[src/rtl/timing_cmd_pkg.sv]
package timing_cmd_pkg;
  localparam int CMD_W = 32;
  localparam int SHORT_W = 8;
  localparam int FIXED_SRC = 3;
  localparam logic [SHORT_W-1:0] BC0_CODE = 8'h01;
  localparam logic [SHORT_W-1:0] ECR_CODE = 8'h03;
  localparam logic [SHORT_W-1:0] OCR_CODE = 8'h09;

  // strobes from control to datapath for the fixed command sources
  typedef struct packed {
    logic ocrReq;
    logic ecrReq;
    logic bc0Req;
  } fixedReq_t;
endpackage

[src/rtl/timing_cmd_pick.sv]
// Lowest-index-wins one-hot selector.
module timing_cmd_pick #(
  parameter int N = 7
) (
  input  logic [N-1:0] req,
  output logic [N-1:0] grant
);
  assign grant = req & (~req + N'(1));
endmodule

[src/rtl/timing_cmd_ctrl.sv]
module timing_cmd_ctrl
  import timing_cmd_pkg::*;
#(
  parameter int ORBIT_LEN = 3564,
  parameter int NUM_CH = 4,
  parameter int PRESC_W = 8,
  parameter int ORBIT_W = 32,
  localparam int BX_W = $clog2(ORBIT_LEN),
  localparam int CH_W = (NUM_CH > 1) ? $clog2(NUM_CH) : 1
) (
  input  logic               clk,
  input  logic               rstN,
  input  logic               cfgWe,
  input  logic [CH_W-1:0]    cfgChan,
  input  logic               cfgSingle,
  input  logic [PRESC_W-1:0] cfgPrescale,
  input  logic [BX_W-1:0]    cfgBx,
  input  logic               singleStb,
  input  logic               ecrStb,
  input  logic               ocrStb,
  output logic [BX_W-1:0]    bxNum,
  output logic [ORBIT_W-1:0] orbitNum,
  output fixedReq_t          fixedReq,
  output logic [NUM_CH-1:0]  chReq
);
  localparam logic [BX_W-1:0] LAST_BX = BX_W'(ORBIT_LEN - 1);

  logic [NUM_CH-1:0] singleCand;
  logic [NUM_CH-1:0] singleSel;

  // crossing and orbit counters
  always_ff @(posedge clk or negedge rstN) begin
    if (!rstN) begin
      bxNum    <= '0;
      orbitNum <= '0;
    end else if (bxNum == LAST_BX) begin
      bxNum    <= '0;
      orbitNum <= orbitNum + ORBIT_W'(1);
    end else begin
      bxNum <= bxNum + BX_W'(1);
    end
  end

  assign fixedReq.bc0Req = (bxNum == '0);
  assign fixedReq.ecrReq = ecrStb;
  assign fixedReq.ocrReq = ocrStb;

  // one-shot target: lowest configured single channel
  timing_cmd_pick #(.N(NUM_CH)) u_singlePick (
    .req  (singleCand),
    .grant(singleSel)
  );

  for (genvar g = 0; g < NUM_CH; g++) begin : g_chan
    logic               isConf;
    logic               isSingle;
    logic [BX_W-1:0]    atBx;
    logic [PRESC_W-1:0] prescVal;
    logic [PRESC_W-1:0] orbitLeft;
    logic               chWr;
    logic               bxHit;

    assign chWr  = cfgWe && (cfgChan == CH_W'(g));
    assign bxHit = isConf && !isSingle && (bxNum == atBx);

    always_ff @(posedge clk or negedge rstN) begin
      if (!rstN) begin
        isConf    <= 1'b0;
        isSingle  <= 1'b0;
        atBx      <= '0;
        prescVal  <= '0;
        orbitLeft <= '0;
      end else if (chWr) begin
        isConf    <= 1'b1;
        isSingle  <= cfgSingle;
        atBx      <= cfgBx;
        prescVal  <= cfgPrescale;
        orbitLeft <= '0;
      end else if (bxHit) begin
        orbitLeft <= (orbitLeft == '0) ? prescVal : orbitLeft - PRESC_W'(1);
      end
    end

    assign singleCand[g] = isConf && isSingle;
    assign chReq[g] = (bxHit && (orbitLeft == '0)) || (singleStb && singleSel[g]);
  end
endmodule

[src/rtl/timing_cmd_dp.sv]
module timing_cmd_dp
  import timing_cmd_pkg::*;
#(
  parameter int NUM_CH = 4,
  localparam int CH_W = (NUM_CH > 1) ? $clog2(NUM_CH) : 1,
  localparam int SRC_N = FIXED_SRC + NUM_CH
) (
  input  logic              clk,
  input  logic              rstN,
  input  logic              cfgWe,
  input  logic [CH_W-1:0]   cfgChan,
  input  logic [CMD_W-1:0]  cfgCmd,
  input  logic              cfgLong,
  input  fixedReq_t         fixedReq,
  input  logic [NUM_CH-1:0] chReq,
  output logic              cmdValid,
  output logic [CMD_W-1:0]  cmdWord,
  output logic              cmdLong
);
  logic [NUM_CH-1:0][CMD_W-1:0] chWord;
  logic [NUM_CH-1:0]            chLong;
  logic [SRC_N-1:0]             pend;
  logic [SRC_N-1:0]             reqAll;
  logic [SRC_N-1:0]             grant;
  logic [CMD_W-1:0]             nextWord;
  logic                         nextLong;

  for (genvar g = 0; g < NUM_CH; g++) begin : g_store
    logic [CMD_W-1:0] wordReg;
    logic             longReg;
    always_ff @(posedge clk or negedge rstN) begin
      if (!rstN) begin
        wordReg <= '0;
        longReg <= 1'b0;
      end else if (cfgWe && (cfgChan == CH_W'(g))) begin
        wordReg <= cfgCmd;
        longReg <= cfgLong;
      end
    end
    assign chWord[g] = wordReg;
    assign chLong[g] = longReg;
  end

  // bit 0 is the highest priority
  assign reqAll = pend | {chReq, fixedReq.ocrReq, fixedReq.ecrReq, fixedReq.bc0Req};

  timing_cmd_pick #(.N(SRC_N)) u_srcPick (
    .req  (reqAll),
    .grant(grant)
  );

  always_comb begin
    nextWord = '0;
    nextLong = 1'b0;
    if (grant[0]) nextWord = CMD_W'(BC0_CODE);
    if (grant[1]) nextWord = CMD_W'(ECR_CODE);
    if (grant[2]) nextWord = CMD_W'(OCR_CODE);
    for (int i = 0; i < NUM_CH; i++) begin
      if (grant[FIXED_SRC+i]) begin
        nextLong = chLong[i];
        nextWord = chLong[i] ? chWord[i] : CMD_W'(chWord[i][SHORT_W-1:0]);
      end
    end
  end

  always_ff @(posedge clk or negedge rstN) begin
    if (!rstN) begin
      pend     <= '0;
      cmdValid <= 1'b0;
      cmdWord  <= '0;
      cmdLong  <= 1'b0;
    end else begin
      pend     <= reqAll & ~grant;
      cmdValid <= |reqAll;
      cmdWord  <= nextWord;
      cmdLong  <= nextLong;
    end
  end
endmodule

[src/rtl/timing_cmd_sched.sv]
module timing_cmd_sched
  import timing_cmd_pkg::*;
#(
  parameter int ORBIT_LEN = 3564,
  parameter int NUM_CH = 4,
  parameter int PRESC_W = 8,
  parameter int ORBIT_W = 32,
  localparam int BX_W = $clog2(ORBIT_LEN),
  localparam int CH_W = (NUM_CH > 1) ? $clog2(NUM_CH) : 1
) (
  input  logic               clk,
  input  logic               rstN,
  input  logic               cfgWe,
  input  logic [CH_W-1:0]    cfgChan,
  input  logic [31:0]        cfgCmd,
  input  logic               cfgLong,
  input  logic               cfgSingle,
  input  logic [PRESC_W-1:0] cfgPrescale,
  input  logic [BX_W-1:0]    cfgBx,
  input  logic               singleStb,
  input  logic               ecrStb,
  input  logic               ocrStb,
  output logic [BX_W-1:0]    bxNum,
  output logic [ORBIT_W-1:0] orbitNum,
  output logic               cmdValid,
  output logic [31:0]        cmdWord,
  output logic               cmdLong
);
  fixedReq_t         fixedReq;
  logic [NUM_CH-1:0] chReq;

  timing_cmd_ctrl #(
    .ORBIT_LEN(ORBIT_LEN),
    .NUM_CH   (NUM_CH),
    .PRESC_W  (PRESC_W),
    .ORBIT_W  (ORBIT_W)
  ) u_ctrl (
    .clk        (clk),
    .rstN       (rstN),
    .cfgWe      (cfgWe),
    .cfgChan    (cfgChan),
    .cfgSingle  (cfgSingle),
    .cfgPrescale(cfgPrescale),
    .cfgBx      (cfgBx),
    .singleStb  (singleStb),
    .ecrStb     (ecrStb),
    .ocrStb     (ocrStb),
    .bxNum      (bxNum),
    .orbitNum   (orbitNum),
    .fixedReq   (fixedReq),
    .chReq      (chReq)
  );

  timing_cmd_dp #(.NUM_CH(NUM_CH)) u_dp (
    .clk     (clk),
    .rstN    (rstN),
    .cfgWe   (cfgWe),
    .cfgChan (cfgChan),
    .cfgCmd  (cfgCmd),
    .cfgLong (cfgLong),
    .fixedReq(fixedReq),
    .chReq   (chReq),
    .cmdValid(cmdValid),
    .cmdWord (cmdWord),
    .cmdLong (cmdLong)
  );
endmodule

[config.mk]
export PLATFORM = sky130hd
export DESIGN_NAME = timing_cmd_sched
export DESIGN_NICKNAME = d
export VERILOG_FILES = /design/src/rtl/timing_cmd_pkg.sv /design/src/rtl/timing_cmd_pick.sv /design/src/rtl/timing_cmd_ctrl.sv /design/src/rtl/timing_cmd_dp.sv /design/src/rtl/timing_cmd_sched.sv
export SDC_FILE = /design/constraint.sdc
export NUM_CORES = 1
export LEC_CHECK = 0
export BUFFER_PORTS_ARGS = -buffer_cell sky130_fd_sc_hd__clkbuf_2
export CAP_MARGIN = 20
export CORE_UTILIZATION = 56
export DETAILED_ROUTE_END_ITERATION = 12
export GPL_ROUTABILITY_DRIVEN = 0
export GPL_TIMING_DRIVEN = 0
export PLACE_DENSITY = 0.86
export SYNTH_ARGS = -nofsm -noshare
export SYNTH_HDL_FRONTEND = slang
export SYNTH_SLANG_ARGS = --single-unit
[constraint.sdc]
create_clock -name clk -period 3.68 [get_ports clk]
set_input_delay 0.736 -clock clk [delete_from_list [all_inputs] [get_ports clk]]
set_output_delay 0.736 -clock clk [all_outputs]
set_load 0.005 [all_outputs]
==> run metrics <==
total grt overflow 0; Die X between 150 and 200 um; WS Path Type flop to flop; Slew @ Worst Pin 1120 ps; Synth-to-Final Area Change 17.1%; max_cap viols 0; WL per Instance roughly 19 um; Inserted Clock Buffers 37; NumNets Final approximately 1,700; initial antenna violation count 1; Final Setup Violations 0; distinct cell type count after synthesis 62; ratio of cells with drive above 1 in the final layout 17.3%; final hold vios 0; Cell Pwr Density 537 mW/mm^2; first-pass GRT wire length 60,500 um; HP Class input pin to asynchronous set/reset pin; DRT antenna net count 0; input/output buffers between 100 and 150; vias in the first global route between 10,000 and 15,000; CTS H-tree depth 2; pre-CTS setup slack -566 ps; routed via count 11,800; Root Driver clkbuf_16; register area 0.00841 mm^2; relative slew slack between 20% and 30%; CP endpoint kind flop; Synth Cell Area approximately 0.015 mm^2; Primary FF master, synth dfrtp_1; largest net degree at the start of global routing about 110; fin crit period 3530 ps; Die Height 164 um; Clock Latency Late Sink around 530 ps; worst setup margin 146 ps; register area share after synthesis between 50% and 60%; Post-CTS Setup Inserts 0; DRT iter0 DRCs approximately 1,200; drt total wl roughly 38,000 um; drt drc 0; filler instances 1,816; Sink Count 336; Placement Rows between 50 and 60; fmax about 0.28 GHz; Avg Synthesized Cell Area slightly below 10 um^2; First-pass DRT Iterations 7; Synth Register Bits 336; CTS Hold Bufs 0; Post-synth EDFFs 0; CTS tree built; I/O Pins 140; overall global routing resource usage 28.8%; status complete, no violations; Fin Hold WS about 52 ps; Die ar. 0.0270 mm^2; fraction of registers with async set/reset 100%; Synth Net Count 1,561; RSZ-0062 raised after global routing no; Cells after Synth about 1,500; Ys Warns 0; fin. max-slew vios 0; CP Data Arrival Time about 4000 ps; Clock transition at path regs around 60 ps; Multi-input gate area between 0.005 and 0.006 mm^2; Core Footprint 0.0259 mm^2; ratio of final minimum period to clock period 96.0%; DP HPWL roughly 25,000 um; Startpoint Class flop; WP data required about 4100 ps; final std cells w/o fill roughly 2,000; drt via density 5.82; Max Buffers Root-to-Sink 3; Peak VDD IR 0.510 mV; CP max FO 10; initial core utilization 56.9%; Static Leak 8.57 nW; placed cell count about 2,000; Clock Skews 26.4 ps
-- cell type report --
type                       instances  area share (%)
multi-input combinational       1041            34.3
clock buffer                      51            6.14
inverter                          32           0.696
timing repair buffer             142            4.56
sequential                       336            48.8
antenna                            1          0.0145
clock inverter                    15            1.11
tap                              335            2.43
buffer                            79            1.97
-- where the power goes --
part	switching [W]	total, W	leakage, nW	internal (W)
registers	0.000268	0.00441	4.27	0.00414
clock network	0.00148	0.00378	0.614	0.00230
logic	0.000624	0.00107	3.68	0.000450
total	0.00237	0.00926	8.57	0.00689
-- worst max-delay path, cell delays in order, from the launching register on --
cell,delay (ps)
dfrtp_1,370
clkbuf_2,220
inv_2,90
ha_1,180
nor4b_1,170
a311oi_2,460
and2_1,290
nand2_1,270
nor3_4,330
and4_1,220
clkbuf_1,310
clkbuf_4,320
a221o_1,210
-- stage by stage --
stage / area, um^2 / util, % / setup TNS, ps / power, W
3_3_place_gp: 15800 / 61.2 / -1727290 / 0.00541
6_report: 17200 / 66.6 / 0 / 0.00926
2_1_floorplan: 14700 / - / 0 / 0.00507
3_5_place_dp: 15900 / 61.5 / -10800 / 0.00550
5_1_grt: 17200 / 66.6 / 0 / 0.00962
4_1_cts: 17200 / 66.5 / 0 / 0.00927
-- layer usage --
metal,routed length [um],share of wire (%),GRT usage [%],up-vias
li1,-,-,-,5332
met1,14700,39,37.1,5804
met2,18400,49,47.0,557
met3,2830,7.5,4.67,140
met4,1840,4.9,15.2,0
met5,0,0,0,-
-- logic make-up after synthesis --
logic type / share of synthesized area (%)
AND/OR/NAND/NOR: 20.9
flip-flops: 57.1
AO/OA/AOI/OAI: 8.29
buffers and inverters: 3.09
XOR/XNOR: 4.87
multiplexers: 4.88
adder cells (fa/ha/maj): 0.849
-- synth_stat cells (all sizes together), types with 20 or more instances --
cell type / instances / area share (%)
a21oi: 21 / 0.71
nand3: 30 / 1.0
nor2: 61 / 1.6
clkbuf: 62 / 1.6
xor2: 20 / 1.2
mux2: 55 / 4.2
a22o: 27 / 1.6
dfrtp: 336 / 57
nand2: 522 / 13
o21ai: 31 / 1.1
a221o: 24 / 1.6
xnor2: 62 / 3.7
inv: 32 / 0.82
-- flip-flops by register name, summed over array words and instances, names as in the netlist --
register                 count
u_dp.g_store.wordReg       128
u_ctrl.g_chan.atBx          48
u_ctrl.g_chan.orbitLeft     32
u_ctrl.g_chan.prescVal      32
u_ctrl.orbitNum             32
u_dp.cmdWord                32
u_ctrl.bxNum                12
u_dp.pend                    6
u_ctrl.g_chan.isConf         4
u_ctrl.g_chan.isSingle       4
u_dp.g_store.longReg         4
u_dp.cmdLong                 1
u_dp.cmdValid                1
-- placed cells by master, fill, tap and decap left out, drive strengths merged, types with 22 or more instances in the layout --
cell / instances
buf: 22
nor2: 61
dfrtp: 336
a221o: 24
nand2: 522
inv: 35
xnor2: 62
nand3: 30
o21ai: 31
mux2: 55
a22o: 27
clkbuf: 250
-- final timing paths --
| kind | start | to | slack [ps] | cells after the start |
|---|---|---|---|---|
| worst min-delay path | rstN | u_ctrl.orbitNum[25] | 50 | 1 |
| max in group asynchronous | rstN | u_dp.g_store[3].wordReg[24] | 2390 | 3 |
| worst max register to register | u_ctrl.bxNum[1] | u_dp.cmdWord[30] | 150 | 12 |
| worst max-delay path | u_ctrl.bxNum[1] | u_dp.cmdWord[30] | 150 | 12 |
| worst min register to register | u_ctrl.orbitNum[31] | u_ctrl.orbitNum[31] | 460 | 1 |
| min in group clk | cfgCmd[14] | u_dp.g_store[2].wordReg[14] | 450 | 3 |
-- repair_timing --
item                                    4_1_cts  5_1_grt
resized for setup                             7       10
pin swaps                                     0        1
gates cloned                                  0        0
endpoints found under the setup margin       29       28
Power figures use the tool's default switching activity.
